--- src/rtl/hecc_pkg.sv ---
package hecc_pkg;
    parameter int CHUNK_ADDR_W = 8;                       // 2**8 = 256 bytes per chunk
    parameter int BYTE_W       = 8;
    localparam int BIT_IDX_W   = $clog2(BYTE_W);
    localparam int LINE_W      = 2 * CHUNK_ADDR_W;
    localparam int COL_W       = 2 * BIT_IDX_W;
    localparam int ECC_W       = LINE_W + COL_W;
endpackage

--- src/rtl/hecc_col_fold.sv ---
// Column pair bits for one byte: pair j splits the bits by bit j of their index.
module hecc_col_fold #(
    parameter int DATA_W = 8,
    localparam int IDX_W = $clog2(DATA_W)
) (
    input  logic [DATA_W-1:0]  data_i,
    output logic [2*IDX_W-1:0] col_o
);
    for (genvar j = 0; j < IDX_W; j++) begin : g_pair
        always_comb begin
            logic hi;
            logic lo;
            hi = 1'b0;
            lo = 1'b0;
            for (int i = 0; i < DATA_W; i++) begin
                if (((i >> j) & 1) == 1) hi ^= data_i[i];
                else                     lo ^= data_i[i];
            end
            col_o[2*j+1] = hi;
            col_o[2*j]   = lo;
        end
    end
endmodule

--- src/rtl/hecc_line_mask.sv ---
// Line toggle mask: the parity of a byte lands on the odd or even member of each
// pair, chosen by the matching bit of that byte's address.
module hecc_line_mask #(
    parameter int ADDR_W = 8
) (
    input  logic [ADDR_W-1:0]   addr_i,
    input  logic                par_i,
    output logic [2*ADDR_W-1:0] mask_o
);
    for (genvar k = 0; k < ADDR_W; k++) begin : g_pair
        assign mask_o[2*k+1] = par_i &  addr_i[k];
        assign mask_o[2*k]   = par_i & ~addr_i[k];
    end
endmodule

--- src/rtl/hamm_chunk_ecc.sv ---
module hamm_chunk_ecc #(
    parameter int ADDR_W = hecc_pkg::CHUNK_ADDR_W,
    parameter int DATA_W = hecc_pkg::BYTE_W,
    localparam int IDX_W  = $clog2(DATA_W),
    localparam int LINE_W = 2 * ADDR_W,
    localparam int COL_W  = 2 * IDX_W,
    localparam int ECC_W  = LINE_W + COL_W
) (
    input  logic              clk,
    input  logic              rst_n,
    input  logic              start_i,
    input  logic              valid_i,
    input  logic [DATA_W-1:0] byte_i,
    output logic [ECC_W-1:0]  ecc_o,
    output logic              done_o
);
    typedef struct packed {
        logic [ADDR_W-1:0] cnt;
        logic              full;
        logic [LINE_W-1:0] line;
        logic [COL_W-1:0]  col;
    } acc_t;

    acc_t st_d, st_q;
    logic [LINE_W-1:0] line_mask;
    logic [COL_W-1:0]  col_bits;
    logic              accept;

    hecc_line_mask #(.ADDR_W(ADDR_W)) u_line (
        .addr_i (st_q.cnt),
        .par_i  (^byte_i),
        .mask_o (line_mask)
    );

    hecc_col_fold #(.DATA_W(DATA_W)) u_col (
        .data_i (byte_i),
        .col_o  (col_bits)
    );

    always_comb begin
        st_d   = st_q;
        accept = valid_i && !st_q.full;
        if (start_i) begin
            st_d = '0;
        end else if (accept) begin
            st_d.line = st_q.line ^ line_mask;
            st_d.col  = st_q.col ^ col_bits;
            st_d.cnt  = st_q.cnt + 1'b1;
            if (&st_q.cnt) st_d.full = 1'b1;
        end
    end

    always_ff @(posedge clk or negedge rst_n) begin
        if (!rst_n) st_q <= '0;
        else        st_q <= st_d;
    end

    assign ecc_o  = {st_q.col, st_q.line};
    assign done_o = st_q.full;
endmodule

--- config.mk ---
export PLATFORM = sky130hd
export DESIGN_NAME = hamm_chunk_ecc
export DESIGN_NICKNAME = d
export VERILOG_FILES = /design/src/rtl/hecc_pkg.sv /design/src/rtl/hecc_col_fold.sv /design/src/rtl/hecc_line_mask.sv /design/src/rtl/hamm_chunk_ecc.sv
export SDC_FILE = /design/constraint.sdc
export NUM_CORES = 1
export LEC_CHECK = 0
export BUFFER_PORTS_ARGS = -buffer_cell sky130_fd_sc_hd__buf_4
export CAP_MARGIN = 15
export CORE_UTILIZATION = 25
export DETAILED_ROUTE_END_ITERATION = 10
export GPL_TIMING_DRIVEN = 0
export PLACE_DENSITY = 0.49
export SYNTH_ARGS = -nofsm -noshare
export SYNTH_HDL_FRONTEND = slang
export SYNTH_SLANG_ARGS = --single-unit
--- constraint.sdc ---
create_clock -name clk -period 1.5 [get_ports clk]
set_input_delay 0.3 -clock clk [delete_from_list [all_inputs] [get_ports clk]]
set_output_delay 0.3 -clock clk [all_outputs]
set_load 0.02 [all_outputs]
==> results of run 1 <==
==> repair_timing <==
item	CTS	global route
gates cloned	1	0
pin swaps	4	6
hold endpoints to repair	31	0
setup buffers	2	2
resized for setup	19	25
hold buffers	1	0
endpoints found under the setup margin	23	22
==> final cells by class <==
type / instances / share of cell area
multi-input combinational: 120 / 0.3616
sequential: 31 / 0.3244
timing repair buffer: 40 / 0.1350
buffer: 32 / 0.1005
tap: 77 / 0.04029
clock buffer: 6 / 0.03454
clock inverter: 1 / 0.002093
inverter: 1 / 0.001570
==> per-stage QoR <==
stage	TNS, ns	cell area, um2	hold WS [ns]	cells	total power [uW]
after floorplan	-0.1236	1720	0.004409	185	1424
after global placement	-7.717	2072	0.2674	296	1671
after detailed placement	-7.592	2072	0.2676	296	1679
after CTS	-0.003292	2280	0.1762	307	2454
after global routing	-0.1441	2391	0.1729	308	2637
final	-0.03405	2391	0.1757	308	2486
==> layer usage <==
metal,GRT usage,wire length (um)
met1,0.1583,1957
met2,0.2062,1999
met3,0.02821,153
met4,0.04622,17
met5,0,0
==> power breakdown <==
group          total, uW  leakage (uW)  internal [uW]  switching, uW
Combinational        862      0.000603            423            438
Clock                661     0.0000470            360            302
Sequential           963      0.000423            905           58.2
Total               2490       0.00107           1690            798
==> final timing paths <==
path                       startpoint   endpoint  slack, ns  cells after the start
max                         byte_i[3]  ecc_o[14]      -0.03                      7
min                           start_i  ecc_o[16]       0.18                      2
max reg2reg                    done_o   ecc_o[0]       0.09                      4
min reg2reg                 ecc_o[16]  ecc_o[16]       0.55                      2
max in group asynchronous       rst_n   ecc_o[2]       0.72                      2
min in group asynchronous       rst_n   st_q[25]       0.48                      2
==> logic make-up (layout without fill, tap and decap cells) <==
group                    Yosys count  in the layout  synth area share
buffers and inverters             34             80            0.1237
adder cells (fa/ha/maj)            1              1          0.007277
AND/OR/NAND/NOR                   50             50            0.1572
flip-flops                        31             31            0.4512
XOR/XNOR                          21             21            0.1070
AO/OA/AOI/OAI                     48             48            0.1536
==> sequential cells by signal, indices dropped and copies added, names as in the netlist <==
name	flops
ecc_o	22
st_q	8
done_o	1
==> cell usage in the layout (no fill, tap or decap), drive strengths merged <==
cell	n
buf	64
dfrtp	31
a21oi	24
xnor2	16
o21ai	15
or3	15
nand2	13
clkbuf	13
nor2	8
or4	8
o31ai	8
xor2	5
nand4	3
nor2b	1
and3	1
nand2b	1
inv	1
a41oi	1
ha	1
clkinv	1
dlygate4sd3	1
==> synthesized netlist by cell type <==
cell,n,share of area
o31ai_1,8,0.035
nand2_1,13,0.028
or4_1,8,0.035
a21oi_1,24,0.070
nor2_1,8,0.017
ha_1,1,0.0073
inv_1,1,0.0022
nor2b_1,1,0.0036
buf_4,22,0.096
clkbuf_2,1,0.0029
dfrtp_1,31,0.45
nand2b_1,1,0.0036
o21ai_0,15,0.044
clkbuf_1,9,0.020
nand4_1,3,0.011
xnor2_1,16,0.082
or3_1,15,0.055
a41oi_1,1,0.0051
buf_2,1,0.0029
xor2_1,5,0.025
and3_1,1,0.0036
==> worst max-delay path: stages <==
cell,delay [ns]
buf_8,0.11
xnor2_4,0.14
xnor2_2,0.25
xnor2_2,0.16
clkbuf_8,0.18
or4_4,0.48
a21oi_2,0.13
==> reports/qor.yml, run 1 <==
synthesis:
  synth_seq_cells: 31
  yosysWarningCount: 0
  ys_seq_area_frac: 0.4512
  synth_area_mm2: 0.001719
  synthCells: 185
  synth_fp_nets: 198
  avgSynthCellArea_um2: 9.293
  synth_cell_types: 21
floorplanning:
  fp-row-count: 29
  start_util: 0.2647
  core_area_mm2: 0.006495
  dieWidth_um: 84.93
  die-area_mm2: 0.007212
  die_h_um: 84.93
  pin_count: 35
timing:
  fmaxAchievable_mhz: 651.9
  setup_violations: 1
  final_hold_viol_count: 0
  period_minus_slack_ns: 1.534
  grt_setup_unrepaired: "yes"
  worst_slack_ns: -0.03405
  period_share: 1.023
  relSlewSlack: 0.6299
  tightest_slew_ns: 0.5552
  maxSlewViolCount: 0
  fin_skew_ns: 0.01128
cells_and_area:
  multi_input_area_um2: 864.6
  layout-drive-gt1-share: 0.4026
  area.sequential_um2: 775.7
  fin_util: 0.3681
  n_fill_cell: 655
  area_growth_pct: 39.08
  diodes: 0
  nets: 244
placement:
  portBuffers: 34
  place.gp.congestion: 0.7361
  place_ws_ns: -0.4374
  dpl.hpwl_um: 2801
cts:
  cts_made_buffers: 5
  cts_tree: "yes"
  cts-root-buf: "clkbuf_8"
  clkTransAtPathRegs_ns: 0.07
  clk_latency_ns: 0.28
  cts.path.max_buffers: 2
  clkSinkCount: 31
  htree_levels: 2
global_routing:
  grt_overflow_total: 0
  grt_pass1_vias: 1345
  grt.total_usage: 0.1242
  antenna_found_initial: 0
  grt_first_pass_wirelength_um: 6810
  grt_max_degree: 32
critical_path:
  path_class: "in2reg"
  cp_max_fo: 6
  arrival_ns: 1.74
  crit_path_end_kind: "register"
  startpoint_type: "primary input"
  crit_required_ns: 1.70
drt:
  routed_via_density: 4.669
  drt_iter0_markers: 93
  num_vias: 1438
  wl_per_cell_um: 13.40
  first_pass_iters: 7
  ant_nets: 0
  wirelength_um: 4128
  drcViolationCount: 3
worst_hold_path:
  hold_path.class: "in2reg"
power_and_ir_drop:
  peakVddDrop_mv: 0.4081
  p_leak_uw: 0.001072
  powerDensity_mw_per_mm2: 1040
job:
  cap_violations: 0
outcome:
  status: "finished, violations left"
  violations: "design-rule violations, negative setup slack"
Note: power is estimated with default switching activity, not from simulation.
==> run 2, diff against run 1 <==
Settings changed: CORE_UTILIZATION 25 to 30, GPL_ROUTABILITY_DRIVEN from default to 1, PLACE_DENSITY 0.49 to 0.55, SYNTH_HIERARCHICAL from default to 1.
==> reports/qor.yml, run 2 <==
synthesis:
  synth_edf_count: 0  # unchanged
  synth_fp_nets: 218  # +10%
  ys_seq_area_frac: 0.3882  # -0.06301
  synth_top_area_cell: "dfrtp_1"
  synthCells: 205  # +11%
  synth_commonest_cells: "dfrtp_1, buf_4, nor2_1, xor2_1, nand3b_1"
  synth_flop_cell: "dfrtp_1"
  synth_cell_types: 25  # +19%
  yosysMostFrequentCell: "dfrtp_1"
  synth_seq_cells: 31  # unchanged
  synth_area_mm2: 0.001998  # +16%
  yosysTopAreaCellShare: 0.3882  # -0.06301
  synth.area.top_cells: "dfrtp_1, buf_4, xor2_1"
  ys_async_sr_fraction: 1.000  # unchanged
  yosysWarningCount: 6  # +6
  avgSynthCellArea_um2: 9.747  # +4.9%
critical_path:
  path_class: "in2reg"
  r2r-start: "done_o"
  worst_r2r_path_depth: 4  # unchanged
  worst_r2r_endpoint: "st_q[27]"
  crit_path_end_kind: "register"
  startpoint_type: "primary input"
  cp.depth: 9  # +2
  worstPathBufferInverterCount: 2  # unchanged
  rrSetupSlack_ns: 0.07  # -0.02 ns
  arrival_ns: 1.66  # -0.08 ns
  crit_path_cell_trace: "buf_6 > xnor2_4 > xnor2_2 > xnor2_2 > buf_2 > and2_1 > nand3b_1 > xor2_1 > nor2_1"
  crit_top_cell: "xnor2_2"
  cpLargestDelayFamily: "XOR/XNOR gates"
  cp_max_fo: 5  # -1
  cp_slowest_stage_delay_ns: 0.31  # -0.17 ns
  critPathCapture: "ecc_o[5]"
  cp_slowest_cell: "xnor2_2"
  crit_required_ns: 1.65  # -0.05 ns
  cp-startpoint: "byte_i[2]"
timing:
  setup_violations: 3  # +2
  relSlewSlack: 0.6821  # +0.05225
  final_hold_viol_count: 0  # unchanged
  fmaxAchievable_mhz: 662.9  # +1.7%
  grt_setup_unrepaired: "yes"
  worst_slack_ns: -0.008477  # +0.02558 ns
  maxSlewViolCount: 0  # unchanged
  tightest_slew_ns: 0.4768  # -0.07838 ns
  fin_skew_ns: 0.009145  # -0.002137 ns
  period_minus_slack_ns: 1.508  # -0.02558 ns
  period_share: 1.006  # -0.01705
cts:
  clkTransAtPathRegs_ns: 0.07  # about the same
  cts.path.max_buffers: 2  # unchanged
  htree_levels: 2  # unchanged
  cts-root-buf: "clkbuf_8"
  clkSinkCount: 31  # unchanged
  cts_made_buffers: 5  # unchanged
  cts_tree: "yes"
  clk_latency_ns: 0.28  # about the same
placement:
  dpl.hpwl_um: 2659  # -5.1%
  portBuffers: 34  # unchanged
  place_ws_ns: -0.6368  # -0.1994 ns
  placed_area_mm2: 0.002351  # +13%
  place.gp.congestion: 0.7635  # +3.7%
floorplanning:
  pin_count: 35  # unchanged
  start_util: 0.3129  # +0.04820
  fp-row-count: 29  # unchanged
  die_h_um: 83.61  # -1.5%
  dieWidth_um: 83.61  # -1.5%
  die-area_mm2: 0.006991  # -3.1%
  core_area_mm2: 0.006386  # -1.7%
worst_hold_path:
  min_from: "start_i"
  hold_path.class: "in2reg"
cells_and_area:
  final_common_cell: "buf_4"
  final_cell_mix: "buf_4, dfrtp_1, nor2_1"
  multi_input_area_mm2: 0.001074  # +24%
  diodes: 0  # unchanged
  fin_area_mm2: 0.002641  # +10%
  area_growth_pct: 32.19
  n_fill_cell: 646  # -1.4%
  area.sequential_um2: 778.2  # +0.32%
  layout-drive-gt1-share: 0.3636  # -0.03896
  nets: 266  # +9.0%
  largest_reg_flops: 22  # unchanged
global_routing:
  grt_max_degree: 32  # unchanged
  grt_pass1_vias: 1370  # +1.9%
  antenna_found_initial: 0  # unchanged
  grt_overflow_total: 0  # unchanged
  grt_first_pass_wirelength_um: 6410  # -5.9%
  grt.total_usage: 0.1141  # -0.01014
drt:
  num_vias: 1450  # +0.83%
  wl_per_cell_um: 11.84  # -12%
  wirelength_um: 3906  # -5.4%
  routed_via_density: 4.394  # -5.9%
  first_pass_iters: 5  # -2
  drcViolationCount: 0  # -3
  drt_iter0_markers: 38  # -59%
  ant_nets: 0  # unchanged
power_and_ir_drop:
  seq_power_share: 0.375  # -0.012
  p_leak_uw: 0.001215  # +13%
  power_frac_clock: 0.230  # -0.036
  p_comb_frac: 0.395  # +0.048
  p_sw_uw: 830.2  # +4.0%
  swShare: 0.3127  # -0.008307
  powerDensity_mw_per_mm2: 1005  # -3.3%
  internal_power_uw: 1824  # +8.1%
  peakVddDrop_mv: 0.4192  # +2.7%
outcome:
  status: "finished, violations left"
  violations: "negative setup slack"
job:
  cap_violations: 0  # unchanged
## run 2: changes by cell type after synthesis, moves of 4 or more
cell      change
o21ai_0      -14
nor2b_1       +6
and2_1        +8
nand3b_1     +23
or3_1        -14
xor2_1       +19
or4_1         -4
buf_4         +8
o31ai_1       -4
nor2_1       +16
nand2_1      -11
a21oi_1      -19
## run 2: per-stage QoR
| stage | util | setup TNS [ns] | total power (uW) | hold WS [ns] | instances |
|---|---|---|---|---|---|
| 2_1_floorplan | - | -0.4576 | 1659 | 0.004409 | 205 |
| 3_3_place_gp | 0.3681 | -8.649 | 1921 | 0.2619 | 316 |
| 3_5_place_dp | 0.3681 | -8.780 | 1929 | 0.2585 | 316 |
| 4_1_cts | 0.3852 | 0 | 2576 | 0.3063 | 326 |
| 5_1_grt | 0.4136 | -1.186 | 2817 | 0.3161 | 330 |
| 6_report | 0.4136 | -0.02413 | 2655 | 0.3068 | 330 |
## run 2: worst register-to-register path: stages (launching register included)
cell      delay (ns)
dfrtp_2         0.41
nand2b_1        0.18
buf_6           0.16
or4_1           0.46
a21oi_1         0.14
## run 2: logic make-up (layout without fill, tap and decap cells)
group | after synthesis | count (layout) | synth area share
AO/OA/AOI/OAI | 11 | 11 | 0.03444
XOR/XNOR | 46 | 46 | 0.2129
adder cells (fa/ha/maj) | 1 | 1 | 0.006261
buffers and inverters | 38 | 86 | 0.1277
flip-flops | 31 | 31 | 0.3882
multiplexers | 1 | 1 | 0.005010
AND/OR/NAND/NOR | 77 | 77 | 0.2254
## run 2: repair_timing
item / 4_1_cts / 5_1_grt
hold buffers: 1 / 0
resized for setup: 1 / 30
pin swaps: 2 / 8
cloned: 0 / 1
setup endpoints to repair: 17 / 18
hold endpoints to repair: 31 / 0
setup buffers: 2 / 3
## run 2: worst min-delay path by stage
| stage | cells past startpoint | end |
|---|---|---|
| after floorplan | 0 | done_o |
| after global placement | 1 | ecc_o[7] |
| after detailed placement | 1 | ecc_o[7] |
| after CTS | 3 | done_o |
| after global routing | 3 | done_o |
| final | 3 | done_o |
## run 2: cell type report
type / count / area share
repair buffers: 41 / 0.1341
plain buffers: 37 / 0.09806
well taps: 77 / 0.03648
inverters: 1 / 0.001421
clock buffers: 7 / 0.02890
flip-flops and latches: 31 / 0.2946
multi-input cells: 136 / 0.4064
## run 2: metal layers
layer,vias to the layer above,global-route usage,share of wire
met5,-,0,0
met2,30,0.1818,0.49
li1,731,-,-
met4,0,0.05701,0.018
met3,8,0.02868,0.041
met1,681,0.1431,0.45
## run 2: power by group through the flow
stage / Combinational [uW] / Sequential, uW / Clock, uW
3_5_place_dp: 917 / 1010 / 0
2_1_floorplan: 665 / 994 / 0
5_1_grt: 1150 / 1010 / 657
3_3_place_gp: 909 / 1010 / 0
4_1_cts: 953 / 997 / 626
6_report: 1050 / 996 / 610
==> run 3, diff against run 2 <==
Settings changed: CORE_MARGIN from default to 2.
==> reports/qor.yml, run 3 (same netlist as run 2, synthesis figures left out) <==
outcome:
  status: "completed"
timing:
  worst_slack_ns: 0.06472  # +0.07319 ns
  grt_setup_unrepaired: "yes"
  setup_violations: 0  # -3
  period_share: 0.9569  # -0.04880
  tightest_slew_ns: 0.5089  # +0.03206 ns
  final_hold_viol_count: 0  # unchanged
  relSlewSlack: 0.6608  # -0.02137
  holdWs_ns: 0.3086  # +0.001778 ns
  maxSlewViolCount: 0  # unchanged
  fin_skew_ns: 0.0008046  # -0.008340 ns
  setup_tns_ns: 0  # +0.02413 ns
  period_minus_slack_ns: 1.435  # -0.07319 ns
  fmaxAchievable_mhz: 696.7  # +5.1%
critical_path:
  crit_required_ns: 1.66  # about the same
  path_class: "in2reg"
  crit_path_end_kind: "register"
  arrival_ns: 1.59  # -0.07 ns
  startpoint_type: "primary input"
  cp_max_fo: 5  # unchanged
cells_and_area:
  final_common_cell: "buf_4"
  nets: 265  # -0.38%
  final_cell_mix: "buf_4, dfrtp_1, nor2_1"
  area_growth_pct: 33.19
  largest_reg_flops: 22  # unchanged
  fin_area_mm2: 0.002661  # +0.76%
  n_fill_cell: 644  # -0.31%
  diodes: 0  # unchanged
  layout-drive-gt1-share: 0.3715  # +0.007905
drt:
  wl_per_cell_um: 11.43  # -3.5%
  num_vias: 1436  # -0.97%
  drt_iter0_markers: 31  # -18%
  first_pass_iters: 4  # -1
  drcViolationCount: 0  # unchanged
  ant_nets: 0  # unchanged
  wirelength_um: 3771  # -3.5%
  routed_via_density: 4.352  # -0.97%
global_routing:
  antenna_found_initial: 0  # unchanged
  grt_pass1_vias: 1372  # +0.15%
  grt_max_degree: 32  # unchanged
  grt_first_pass_wirelength_um: 6472  # +0.97%
  grt_overflow_total: 0  # unchanged
  grt.total_usage: 0.1120  # -0.002070
cts:
  cts-root-buf: "clkbuf_8"
  cts_tree: "yes"
  cts_made_buffers: 5  # unchanged
  clkTransAtPathRegs_ns: 0.07  # about the same
  cts.path.max_buffers: 2  # unchanged
  htree_levels: 2  # unchanged
  clkSinkCount: 31  # unchanged
  clk_latency_ns: 0.28  # about the same
placement:
  place.gp.congestion: 0.7379  # -3.4%
  portBuffers: 34  # unchanged
  place_ws_ns: -0.6356  # +0.001198 ns
  dpl.hpwl_um: 2721  # +2.3%
  placed_area_mm2: 0.002351  # unchanged
power_and_ir_drop:
  swShare: 0.2935  # -0.01927
  finalPower_uw: 2871  # +8.1%
  power_frac_clock: 0.300  # +0.070
  internal_power_uw: 2028  # +11%
  p_sw_uw: 842.4  # +1.5%
  p_comb_frac: 0.354  # -0.041
  peakVddDrop_mv: 0.4546  # +8.4%
  powerDensity_mw_per_mm2: 1079  # +7.3%
  p_leak_uw: 0.001224  # +0.77%
  seq_power_share: 0.346  # -0.029
floorplanning:
  pin_count: 35  # unchanged
  fp-row-count: 29  # unchanged
  die_h_um: 85.61  # +2.4%
  core_area_mm2: 0.006386  # unchanged
  start_util: 0.3129  # unchanged
  die-area_mm2: 0.007329  # +4.8%
  dieWidth_um: 85.61  # +2.4%
worst_hold_path:
  hold_path.class: "in2reg"
job:
  cap_violations: 0  # unchanged
run 3: changes by cell type in the layout (fill, tap and decap cells not counted), moves of 2 or more:
cell      change
and2_1        +2
and2_4        -2
buf_4         +2
clkbuf_1      -2
run 3: area by class of cell:
| type | count | area (um2) | area share |
|---|---|---|---|
| multi-input combinational | 136 | 1074 | 0.4034 |
| sequential | 31 | 778.2 | 0.2924 |
| timing repair buffer | 40 | 332.8 | 0.1251 |
| buffer | 37 | 259.0 | 0.09732 |
| tap | 77 | 96.34 | 0.03620 |
| clock buffer | 6 | 82.58 | 0.03103 |
| clock inverter | 2 | 35.03 | 0.01316 |
| inverter | 1 | 3.754 | 0.001410 |
run 3: critical path, cell delays in order:
cell	delay, ns
buf_6	0.12
xnor2_4	0.14
xnor2_2	0.15
xnor2_2	0.24
buf_4	0.18
nor2b_2	0.14
nand3b_1	0.10
xor2_1	0.18
nor2_1	0.05
run 3: metal layers:
layer / share of wire / up-vias / track usage / routed length [um]
met1: 0.46 / 672 / 0.1484 / 1744
met4: 0.018 / 0 / 0.04329 / 68
li1: - / 730 / - / -
met3: 0.047 / 5 / 0.03080 / 177
met5: 0 / - / 0 / 0
met2: 0.47 / 29 / 0.1740 / 1780
run 3: what timing repair did:
item / in CTS / in global routing
endpoints found under the setup margin: 17 / 18
buffers inserted: 2 / 3
resized for setup: 3 / 23
hold buffers: 1 / 0
hold endpoints to repair: 31 / 0
pin swaps: 2 / 7
run 3: power by group through the flow:
stage | logic (uW) | clock network [uW] | registers (uW)
final | 1020 | 862 | 992
after global routing | 1120 | 922 | 1010
after CTS | 980 | 876 | 995
after detailed placement | 923 | 0 | 1010
after global placement | 910 | 0 | 1010
after floorplan | 665 | 0 | 994
run 3: final timing paths:
kind / from / endpoint / slack [ns] / cells after the start
max in group asynchronous: rst_n / st_q[23] / 0.71 / 2
hold reg to reg: ecc_o[2] / ecc_o[2] / 0.53 / 2
min in group asynchronous: rst_n / ecc_o[5] / 0.48 / 2
setup reg to reg: st_q[23] / st_q[29] / 0.07 / 4
setup / recovery: byte_i[1] / ecc_o[2] / 0.06 / 9
hold / removal: start_i / done_o / 0.31 / 3
run 3: metrics by stage:
step / util / instances
after floorplan: - / 205
after global placement: 0.3681 / 316
after detailed placement: 0.3681 / 316
after CTS: 0.3934 / 327
after global routing: 0.4167 / 330
final: 0.4167 / 330
